==> src/rtl/vdma_pkg.sv <==
// Shared types for the video RAM transfer engine.
// Assumes a 16-bit byte-addressed system bus with 8-bit data.
package vdma_pkg;
    localparam int unsigned ADDR_W = 16;
    localparam int unsigned BYTE_W = 8;
    localparam int unsigned LEN_W  = BYTE_W - 1;

    typedef enum logic [2:0] {
        SEL_SRC_HI = 3'd0,
        SEL_SRC_LO = 3'd1,
        SEL_DST_HI = 3'd2,
        SEL_DST_LO = 3'd3,
        SEL_CTRL   = 3'd4
    } reg_sel_e;

    typedef enum logic [1:0] {
        PH_IDLE  = 2'd0,
        PH_READ  = 2'd1,
        PH_WRITE = 2'd2
    } phase_e;

    typedef struct packed {
        logic [ADDR_W-1:0] src;
        logic [ADDR_W-1:0] dst;
    } addr_pair_t;

    localparam logic [BYTE_W-1:0] CTRL_DONE = 8'hFF;
endpackage

==> src/rtl/vdma_regs.sv <==
// Register file of the transfer engine: four address bytes, the control
// byte and the paced-mode arming flag. It applies the launch decisions and
// the end-of-burst write-back. Assumes wr_en is already blocked during bursts,
// so write-back and software writes never coincide.
module vdma_regs
    import vdma_pkg::*;
(
    input  logic              clk,
    input  logic              rst_n,
    input  logic              wr_en,
    input  logic [2:0]        wr_sel,
    input  logic [BYTE_W-1:0] wr_data,
    input  logic [2:0]        rd_sel,
    output logic [BYTE_W-1:0] rd_data,
    input  logic              ctrl_load,
    input  logic [BYTE_W-1:0] ctrl_next,
    input  logic              arm_load,
    input  logic              arm_next,
    input  logic              blk_done,
    input  addr_pair_t        done_addr,
    output logic [ADDR_W-1:0] src_word,
    output logic [ADDR_W-1:0] dst_word,
    output logic              armed
);
    localparam int unsigned N_ADDR = 4;

    logic [BYTE_W-1:0] addr_view [N_ADDR];
    logic [BYTE_W-1:0] wb_byte   [N_ADDR];
    logic [BYTE_W-1:0] ctrl_q;
    logic [BYTE_W-1:0] ctrl_dec;

    // Split the advanced addresses into the byte order of the selects
    assign wb_byte[0] = done_addr.src[ADDR_W-1:BYTE_W];
    assign wb_byte[1] = done_addr.src[BYTE_W-1:0];
    assign wb_byte[2] = done_addr.dst[ADDR_W-1:BYTE_W];
    assign wb_byte[3] = done_addr.dst[BYTE_W-1:0];

    generate
        for (genvar i = 0; i < N_ADDR; i++) begin : g_addr
            logic [BYTE_W-1:0] q;
            // Hold one address byte: write-back wins, else software write
            always_ff @(posedge clk) begin
                if (!rst_n) begin
                    q <= '0;
                end else if (blk_done) begin
                    q <= wb_byte[i];
                end else if (wr_en && wr_sel == 3'(i)) begin
                    q <= wr_data;
                end
            end
            assign addr_view[i] = q;
        end
    endgenerate

    assign src_word = {addr_view[0], addr_view[1]};
    assign dst_word = {addr_view[2], addr_view[3]};
    assign ctrl_dec = ctrl_q - 8'd1;

    // Control byte and arming: countdown on paced blocks, 0xFF on general ends
    always_ff @(posedge clk) begin
        if (!rst_n) begin
            ctrl_q <= CTRL_DONE;
            armed  <= 1'b0;
        end else if (blk_done) begin
            if (armed) begin
                ctrl_q <= ctrl_dec;
                if (ctrl_dec == CTRL_DONE) begin
                    armed <= 1'b0;
                end
            end else begin
                ctrl_q <= CTRL_DONE;
            end
        end else begin
            if (ctrl_load) begin
                ctrl_q <= ctrl_next;
            end
            if (arm_load) begin
                armed <= arm_next;
            end
        end
    end

    // Readback multiplexer
    always_comb begin
        if (rd_sel < 3'(N_ADDR)) begin
            rd_data = addr_view[rd_sel[1:0]];
        end else if (rd_sel == SEL_CTRL) begin
            rd_data = ctrl_q;
        end else begin
            rd_data = CTRL_DONE;
        end
    end
endmodule

==> src/rtl/vdma_launch.sv <==
// Launch decoder: turns a control write or a horizontal-blank entry into a
// burst request, and works out the new control byte and arming state.
// Assumes ctrl_wr is only asserted while no burst runs.
module vdma_launch
    import vdma_pkg::*;
#(
    parameter int unsigned       BLOCK_LOG2 = 4,
    parameter logic [ADDR_W-1:0] VRAM_BASE  = 16'h8000,
    parameter int unsigned       VRAM_LOG2  = 13,
    parameter int unsigned       CNT_W      = LEN_W + 1 + BLOCK_LOG2
)(
    input  logic              clk,
    input  logic              rst_n,
    input  logic              ctrl_wr,
    input  logic [BYTE_W-1:0] wdata,
    input  logic [ADDR_W-1:0] src_word,
    input  logic [ADDR_W-1:0] dst_word,
    input  logic              armed,
    input  logic              busy,
    input  logic [1:0]        video_mode,
    input  logic              lcd_on,
    output logic              start,
    output addr_pair_t        start_addr,
    output logic [CNT_W-1:0]  start_bytes,
    output logic              ctrl_load,
    output logic [BYTE_W-1:0] ctrl_next,
    output logic              arm_load,
    output logic              arm_next
);
    localparam logic [ADDR_W-1:0] LOW_MASK  = ADDR_W'((32'd1 << BLOCK_LOG2) - 32'd1);
    localparam logic [ADDR_W-1:0] BLK_MASK  = ~LOW_MASK;
    localparam logic [ADDR_W-1:0] SPAN_MASK = ADDR_W'((32'd1 << VRAM_LOG2) - 32'd1);
    localparam logic [ADDR_W-1:0] DST_MASK  = SPAN_MASK & BLK_MASK;
    localparam logic [CNT_W-1:0]  BLK_BYTES = CNT_W'(1) << BLOCK_LOG2;

    logic [ADDR_W-1:0] src_m;
    logic [ADDR_W-1:0] dst_m;
    logic              src_bad;
    logic              mode_zero;
    logic              prev_zero;
    logic              entering;
    logic [CNT_W-1:0]  gen_bytes;

    assign src_m     = src_word & BLK_MASK;
    assign dst_m     = (dst_word & DST_MASK) | VRAM_BASE;
    assign src_bad   = (src_m & ~SPAN_MASK) == VRAM_BASE;
    assign mode_zero = (video_mode == 2'd0);
    assign entering  = mode_zero && !prev_zero;
    assign gen_bytes = (CNT_W'(wdata[LEN_W-1:0]) + CNT_W'(1)) << BLOCK_LOG2;

    // Remember whether the previous cycle was already in blank mode
    always_ff @(posedge clk) begin
        if (!rst_n) begin
            prev_zero <= 1'b1;
        end else begin
            prev_zero <= mode_zero;
        end
    end

    // Decide launch, length and the control/arming updates
    always_comb begin
        start       = 1'b0;
        start_addr  = '{src: src_m, dst: dst_m};
        start_bytes = BLK_BYTES;
        ctrl_load   = 1'b0;
        ctrl_next   = wdata;
        arm_load    = 1'b0;
        arm_next    = 1'b0;
        if (ctrl_wr) begin
            ctrl_load = 1'b1;
            if (src_bad) begin
                ctrl_next = wdata | 8'h80;
            end else begin
                arm_load = 1'b1;
                arm_next = wdata[BYTE_W-1];
                if ((!armed && !wdata[BYTE_W-1]) || mode_zero) begin
                    start       = 1'b1;
                    start_bytes = wdata[BYTE_W-1] ? BLK_BYTES : gen_bytes;
                    ctrl_next   = {1'b0, wdata[LEN_W-1:0]};
                end else if (wdata[BYTE_W-1] && !lcd_on) begin
                    ctrl_next = {1'b1, wdata[LEN_W-1:0] + 7'd1};
                end else begin
                    ctrl_next = {1'b0, wdata[LEN_W-1:0]};
                end
            end
        end else if (armed && entering && !busy) begin
            start       = 1'b1;
            start_bytes = BLK_BYTES;
        end
    end
endmodule

==> src/rtl/vdma_mover.sv <==
// Byte mover: a read phase followed by a write phase for each byte, with the
// source and destination advancing after the write. Assumes bus read data
// is valid in the cycle after the read strobe.
module vdma_mover
    import vdma_pkg::*;
#(
    parameter int unsigned CNT_W = 12
)(
    input  logic              clk,
    input  logic              rst_n,
    input  logic              start,
    input  addr_pair_t        start_addr,
    input  logic [CNT_W-1:0]  start_bytes,
    input  logic [BYTE_W-1:0] bus_rd_data,
    output logic              busy,
    output logic              bus_rd_en,
    output logic [ADDR_W-1:0] bus_rd_addr,
    output logic              bus_wr_en,
    output logic [ADDR_W-1:0] bus_wr_addr,
    output logic [BYTE_W-1:0] bus_wr_data,
    output logic              blk_done,
    output addr_pair_t        done_addr
);
    phase_e           phase_q;
    addr_pair_t       cur_q;
    logic [CNT_W-1:0] left_q;
    logic             last_byte;

    assign last_byte = (left_q == CNT_W'(1));
    assign done_addr = '{src: cur_q.src + 16'd1, dst: cur_q.dst + 16'd1};

    // Step through idle, read and write phases, counting bytes down
    always_ff @(posedge clk) begin
        if (!rst_n) begin
            phase_q <= PH_IDLE;
            cur_q   <= '0;
            left_q  <= '0;
        end else begin
            case (phase_q)
                PH_IDLE: begin
                    if (start) begin
                        cur_q   <= start_addr;
                        left_q  <= start_bytes;
                        phase_q <= PH_READ;
                    end
                end
                PH_READ: begin
                    phase_q <= PH_WRITE;
                end
                PH_WRITE: begin
                    cur_q   <= done_addr;
                    left_q  <= left_q - CNT_W'(1);
                    phase_q <= last_byte ? PH_IDLE : PH_READ;
                end
                default: begin
                    phase_q <= PH_IDLE;
                end
            endcase
        end
    end

    // Bus strobes follow the phase directly
    always_comb begin
        busy        = (phase_q != PH_IDLE);
        bus_rd_en   = (phase_q == PH_READ);
        bus_rd_addr = cur_q.src;
        bus_wr_en   = (phase_q == PH_WRITE);
        bus_wr_addr = cur_q.dst;
        bus_wr_data = bus_rd_data;
        blk_done    = (phase_q == PH_WRITE) && last_byte;
    end
endmodule

==> src/rtl/vdma_engine.sv <==
// Top of the video RAM transfer engine. It joins the register file, the
// launch decoder and the byte mover, and stalls the processor while bytes
// move. Assumes the stalled processor cannot issue register writes, so
// writes during a burst are dropped here.
module vdma_engine
    import vdma_pkg::*;
#(
    parameter int unsigned       BLOCK_LOG2 = 4,
    parameter logic [ADDR_W-1:0] VRAM_BASE  = 16'h8000,
    parameter int unsigned       VRAM_LOG2  = 13
)(
    input  logic        clk,
    input  logic        rst_n,
    input  logic        reg_wr,
    input  logic [2:0]  reg_sel,
    input  logic [7:0]  reg_wdata,
    input  logic [2:0]  rd_sel,
    output logic [7:0]  rd_data,
    input  logic [1:0]  video_mode,
    input  logic        lcd_on,
    output logic        bus_rd_en,
    output logic [15:0] bus_rd_addr,
    input  logic [7:0]  bus_rd_data,
    output logic        bus_wr_en,
    output logic [15:0] bus_wr_addr,
    output logic [7:0]  bus_wr_data,
    output logic        cpu_stall
);
    localparam int unsigned CNT_W = LEN_W + 1 + BLOCK_LOG2;

    logic              busy;
    logic              wr_ok;
    logic              ctrl_wr;
    logic [ADDR_W-1:0] src_word;
    logic [ADDR_W-1:0] dst_word;
    logic              armed;
    logic              start;
    addr_pair_t        start_addr;
    logic [CNT_W-1:0]  start_bytes;
    logic              ctrl_load;
    logic [BYTE_W-1:0] ctrl_next;
    logic              arm_load;
    logic              arm_next;
    logic              blk_done;
    addr_pair_t        done_addr;

    assign wr_ok     = reg_wr && !busy;
    assign ctrl_wr   = wr_ok && (reg_sel == SEL_CTRL);
    assign cpu_stall = busy;

    vdma_regs u_regs (
        .clk       (clk),
        .rst_n     (rst_n),
        .wr_en     (wr_ok),
        .wr_sel    (reg_sel),
        .wr_data   (reg_wdata),
        .rd_sel    (rd_sel),
        .rd_data   (rd_data),
        .ctrl_load (ctrl_load),
        .ctrl_next (ctrl_next),
        .arm_load  (arm_load),
        .arm_next  (arm_next),
        .blk_done  (blk_done),
        .done_addr (done_addr),
        .src_word  (src_word),
        .dst_word  (dst_word),
        .armed     (armed)
    );

    vdma_launch #(
        .BLOCK_LOG2 (BLOCK_LOG2),
        .VRAM_BASE  (VRAM_BASE),
        .VRAM_LOG2  (VRAM_LOG2),
        .CNT_W      (CNT_W)
    ) u_launch (
        .clk         (clk),
        .rst_n       (rst_n),
        .ctrl_wr     (ctrl_wr),
        .wdata       (reg_wdata),
        .src_word    (src_word),
        .dst_word    (dst_word),
        .armed       (armed),
        .busy        (busy),
        .video_mode  (video_mode),
        .lcd_on      (lcd_on),
        .start       (start),
        .start_addr  (start_addr),
        .start_bytes (start_bytes),
        .ctrl_load   (ctrl_load),
        .ctrl_next   (ctrl_next),
        .arm_load    (arm_load),
        .arm_next    (arm_next)
    );

    vdma_mover #(
        .CNT_W (CNT_W)
    ) u_mover (
        .clk         (clk),
        .rst_n       (rst_n),
        .start       (start),
        .start_addr  (start_addr),
        .start_bytes (start_bytes),
        .bus_rd_data (bus_rd_data),
        .busy        (busy),
        .bus_rd_en   (bus_rd_en),
        .bus_rd_addr (bus_rd_addr),
        .bus_wr_en   (bus_wr_en),
        .bus_wr_addr (bus_wr_addr),
        .bus_wr_data (bus_wr_data),
        .blk_done    (blk_done),
        .done_addr   (done_addr)
    );
endmodule

==> config.mk <==
export PLATFORM = sky130hd
export DESIGN_NAME = vdma_engine
export DESIGN_NICKNAME = d
export VERILOG_FILES = /design/src/rtl/vdma_pkg.sv /design/src/rtl/vdma_regs.sv /design/src/rtl/vdma_launch.sv /design/src/rtl/vdma_mover.sv /design/src/rtl/vdma_engine.sv
export SDC_FILE = /design/constraint.sdc
export NUM_CORES = 1
export LEC_CHECK = 0
export ABC_AREA = 1
export BUFFER_PORTS_ARGS = -buffer_cell sky130_fd_sc_hd__buf_2
export CORE_MARGIN = 2
export CORE_UTILIZATION = 55
export CTS_BUF_LIST = sky130_fd_sc_hd__clkbuf_8
export CTS_CLUSTER_DIAMETER = 80
export CTS_CLUSTER_SIZE = 14
export DETAILED_ROUTE_END_ITERATION = 10
export GPL_TIMING_DRIVEN = 0
export MAX_ROUTING_LAYER = met4
export PLACE_DENSITY = 0.77
export SYNTH_ARGS = -nofsm -noshare
export SYNTH_HDL_FRONTEND = slang
export SYNTH_SLANG_ARGS = --single-unit
==> constraint.sdc <==
create_clock -name clk -period 2 [get_ports clk]
set_clock_uncertainty 0.2 [all_clocks]
set_input_delay 0.1 -clock clk [delete_from_list [all_inputs] [get_ports clk]]
set_output_delay 0.1 -clock clk [all_outputs]
set_load 0.005 [all_outputs]
=== Word level (Yosys, flattened, before mapping) ===
Index checks and enable logic that the tools add are counted.
Widths: inputs -> output; s select.

* Logic and storage cells: 105
* Flip-flop bits (word level): 88

* Muxes and demuxes: 44
* Add/sub/neg operators: 6
* Reduce and logical (&&, ||, !) cells: 30
* Bitwise gates (word level): 1
* Equal/unequal tests: 11
* $lt $le $gt $ge: 2

{| class="wikitable"
|+ Operators by type and width
! operator !! number
|-
| $mux 8 || 19
|-
| $pmux 32 s2 || 1
|-
| $mux 12 || 5
|-
| $add 16x1->16 const B || 2
|-
| $mux 32 || 1
|-
| $pmux 12 s2 || 1
|-
| $bmux 8 s2 || 1
|-
| $reduce_bool 2->1 || 8
|-
| $mux 1 || 14
|-
| $eq 12x1->1 const B || 1
|-
| $logic_and 1x1->1 || 12
|-
| $sub 12x1->12 const B || 1
|-
| $eq 3x3->1 const B || 3
|-
| $add 7x1->8 const B || 1
|-
| $eq 8x8->1 const B || 1
|-
| $sub 8x1->8 const B || 1
|-
| $add 7x1->7 const B || 1
|-
| $eq 3x2->1 const B || 2
|-
| $pmux 2 s3 || 1
|-
| $logic_not 1->1 || 5
|-
| $logic_not 2->1 || 2
|-
| $eq 3x1->1 const B || 1
|-
| $ge 3x3->1 const B || 1
|-
| $logic_not 3->1 || 1
|-
| 8 further kinds || 8
|}

=== Depth between registers and ports, before layout ===
* Depth after elaboration: 8
* Gate-level depth with buffers: 11
* Mapped depth without buffers: 11

=== By module ===
Synthesis repeated with hierarchy kept, for this count alone.

* Cells, all modules: 965
* Area total of the unflattened synthesis: 6070.8 sq um

{| class="wikitable"
|+ By module, submodules not included
! module !! instances !! area an instance (sq um) !! cells each
|-
| vdma_mover || 1 || 3025.4 || 493
|-
| vdma_regs || 1 || 2252.2 || 341
|-
| vdma_launch || 1 || 768.2 || 125
|-
| vdma_engine || 1 || 25.0 || 6
|}

=== Worst setup path before layout ===
No wires, ideal clock.

* Path type: register to register
* Start: reg u_mover.cur_q, in the netlist u_mover.bus_wr_addr[0]
* End: reg u_regs.g_addr[2].q[6]
* Required time: 1672 ps
* Clock period less this slack: 1779 ps
* Path slack: 221 ps
* Setup time: 128 ps
* Arrival: 1452 ps
* Cell stages (with the launch flop): 11
* Path through: dfxtp_1 -> ha_1 -> nand2_1 -> nor2_2 -> nand3_1 -> inv_1 -> nand3_1 -> o21ai_1 -> nor2_1 -> nor2_1 -> nor2_1

* Longest elaborated chain between the ends: 2

{| class="wikitable"
|+ RTL lines
! item !! RTL line !! source
|-
| start: declaration || vdma_mover.sv:25 || <nowiki>addr_pair_t cur_q;</nowiki>
|-
| start signal: assignment || vdma_mover.sv:42 || <nowiki>cur_q <= start_addr;</nowiki>
|-
| start signal: assignment || vdma_mover.sv:51 || <nowiki>cur_q <= done_addr;</nowiki>
|-
| $add 16x1->16 || vdma_mover.sv:30 || <nowiki>assign done_addr = '{src: cur_q.src + 16'd1, dst: cur_q.dst + 16'd1};</nowiki>
|-
| $mux 8 || vdma_regs.sv:45 || <nowiki>end else if (blk_done) begin</nowiki>
|-
| end signal: assignment || vdma_regs.sv:46 || <nowiki>q <= wb_byte[i];</nowiki>
|-
| end signal: assignment || vdma_regs.sv:48 || <nowiki>q <= wr_data;</nowiki>
|-
| end: declaration || vdma_regs.sv:40 || <nowiki>logic [BYTE_W-1:0] q;</nowiki>
|}

Every way passes these cells.
A chain may end at the register's enable or synchronous reset.

=== Worst setup path in the final report ===
* Start: reg u_mover.phase_q[1]
* End: out bus_rd_en

* Longest elaborated chain between the ends: 1

{| class="wikitable"
|+ RTL lines
! item !! RTL line !! source
|-
| start: declaration || vdma_mover.sv:24 || <nowiki>phase_e phase_q;</nowiki>
|-
| start signal: assignment || vdma_mover.sv:53 || <nowiki>phase_q <= last_byte ? PH_IDLE : PH_READ;</nowiki>
|-
| $eq 2x1->1 || vdma_mover.sv:65 || <nowiki>bus_rd_en = (phase_q == PH_READ);</nowiki>
|-
| end: declaration || vdma_engine.sv:21 || <nowiki>output logic bus_rd_en,</nowiki>
|}

Every way passes these cells.

==> flow_summary.yaml <==
drt:
  routed_via_density: 6.01
  wl_per_cell_microns: 18.6
  drt_iter0_drc: 830
  vias: 6818
  drc: 0
  ant_nets: 0
  wl_mm: 21.1
  firstDrtPassIters: 7
yosys:
  syn_inst: 887
  synthAdderAreaFrac: 0.0134
  synth_top_family_by_area: "simple AND/OR/NAND/NOR gates"
  synth_top_area_share: 0.313
  synth_area_leaders: "dfxtp_1 31%, nand2_1 10%, o21ai_0 9.3%, nor2_1 8.0%, nand3_1 7.0%"
  synthDistinctLibCells: 41
  synth_xor_area_frac: 0.0234
  synth_mux_area_frac: 0.00178
  yosysSeqAreaShare: 0.313
  synth_nets: 921
  ys_ff_latch: 88
  synth_area_sq_um: 5620
  synth.avg_cell_area_sq_um: 6.34
  synth_compound_area_frac: 0.201
  yosysTopAreaCell: "dfxtp_1"
  synth-simple-area-share: 0.338
  ys_warn_count: 0
sta:
  rsz0062_at_grt: "yes"
  max_slew_margin: 0.450
  period_minus_slack_ns: 1.98
  whs_ns: 0.0143
  max_freq_mhz: 505
  final-setup-viol-count: 0
  worst_pin_slew_ns: 0.826
  drv_slew: 0
  fin_crit_sh: 0.990
  hold_viol_final: 0
setup_path:
  critPathLaunchType: "register"
  cp.arrival_ns: 1.68
  critical_path_required_ns: 1.70
  cp-end-kind: "primary output"
  path_class: "reg -> out"
  cp_max_fo: 10
finish:
  drive_gt1_frac: 0.214
  area_growth_pct: 22.6
  final_cell_mix: "139 x nand2_1, 114 x nor2_1, 93 x o21ai_0"
  num-fill-cells: 887
  layoutNonFillerInstCount: 1135
  layout_commonest_cell: "nand2_1"
  design_area_sq_um: 6890
  antenna_cells: 0
  final_util: 0.699
  nets: 1031
min_path:
  hp-class: "in -> reg"
run_status:
  outcome: "finished clean"
floorplan:
  pin_count: 79
  die-width_microns: 105
  fp.dieH_microns: 105
  start_util: 0.570
  core-area_sq_um: 9860
  rows: 36
  die_area_sq_um: 11000
global_routing:
  grt_usage: 0.385
  grt_max_degree: 15
  grt_pass1_wl_mm: 31.7
  antenna_found_initial: 0
  gr-total-overflow: 0
  grt_pass1_vias: 5968
power:
  fin_total_pwr_uw: 3920
  power_leakage_uw: 0.00301
  peakVddDrop_mv: 0.435
  p_per_area_nw_per_um2: 569
placed_design:
  dp.cells: 1088
  port_buffers: 68
  place_area_sq_um: 6130
  place.gp.congestion: 1.02
  dp_hpwl_mm: 15.0
cts:
  htree_levels: 3
  tritoncts: "yes"
  cts_made_buffers: 9
  clk_pin_slew_worst_paths_ns: 0.09
  cts_buffer_depth: 2
  cts-root-buf: "clkbuf_8"
  clk_latency_ns: 0.38
  cts_sinks: 88
job:
  maxCapViolCount: 0
Yosys cell counts (all sizes together):
master	n
nor3	20
o21bai	2
mux2i	1
o211ai	2
nand4	21
or2	9
o211a	1
xnor2	2
nand3	83
a31oi	18
dfxtp	88
clkinv	3
a21oi	74
nor2	127
ha	6
o22ai	3
inv	98
a22oi	1
o221ai	1
a31o	1
o21ai	112
clkbuf	15
nand3b	1
nand2	159
xor2	13
buf	26
metrics by stage:
| stage | setup TNS (ns) | setup slack (ns) |
|---|---|---|
| 4_1_cts | -0.0286 | -0.0148 |
| 3_3_place_gp | -3.46 | -0.355 |
| 2_1_floorplan | 0 | 0.221 |
| 5_1_grt | -0.112 | -0.0700 |
| 3_5_place_dp | -3.76 | -0.398 |
| 6_report | 0 | 0.0193 |
state kept, by name, summed over array words and instances, names as in the netlist:
register and cells:
u_mover.left_q 12, u_launch.prev_zero 1, u_mover.bus_wr_addr 16, u_mover.phase_q 2, u_regs.g_addr.q 32, u_mover.bus_rd_addr 16
u_regs.armed 1, u_regs.ctrl_q 8
power by group:
group | switching, uW | internal [uW]
Combinational | 347 | 202
Sequential | 50.9 | 1800
Clock | 697 | 822
Total | 1100 | 2820
timing repair:
item,CTS,global route
setup endpoints to repair,59,73
setup buffers,8,9
pin swaps,5,12
endpoints found under the hold margin,21,0
gates cloned,2,0
hold buffers,12,0
resized for setup,27,73
final timing paths:
check | startpoint | endpoint | slack [ns] | depth (start not counted)
max reg2reg | u_mover.left_q[8] | u_regs.g_addr[1].q[3] | 0.05 | 8
max | u_mover.phase_q[1] | bus_rd_en | 0.02 | 3
min | reg_sel[2] | u_regs.ctrl_q[5] | 0.01 | 5
min reg2reg | u_mover.bus_wr_addr[0] | u_mover.bus_wr_addr[0] | 0.27 | 1
critical path, cell delays in order, from the launching register on:
cell      delay (ns)
dfxtp_2         0.46
clkbuf_1        0.55
nor2_1          0.13
buf_2           0.16
metal layers:
metal | vias to the layer above | GRT usage | part of all wire
met4 | 0 | 0.146 | 0.032
met2 | 463 | 0.578 | 0.44
li1 | 3167 | - | -
met3 | 61 | 0.0717 | 0.12
met5 | - | - | 0
met1 | 3127 | 0.515 | 0.41
logic make-up after synthesis:
group / after synthesis
AND/OR/NAND/NOR: 420
AO/OA/AOI/OAI: 215
buffers and inverters: 142
flip-flops: 88
XOR/XNOR: 15
adder cells (fa/ha/maj): 6
multiplexers: 1
area by class of cell:
class	instances	area, sq um	area share
repair buffers	98	607	0.0880
inverters	101	388	0.0563
multi-input cells	658	3440	0.499
flip-flops and latches	88	1770	0.257
plain buffers	41	284	0.0412
well taps	133	166	0.0241
clock inverters	7	110	0.0160
clock buffers	9	124	0.0180
No activity file was read; power rests on OpenSTA's default activity.
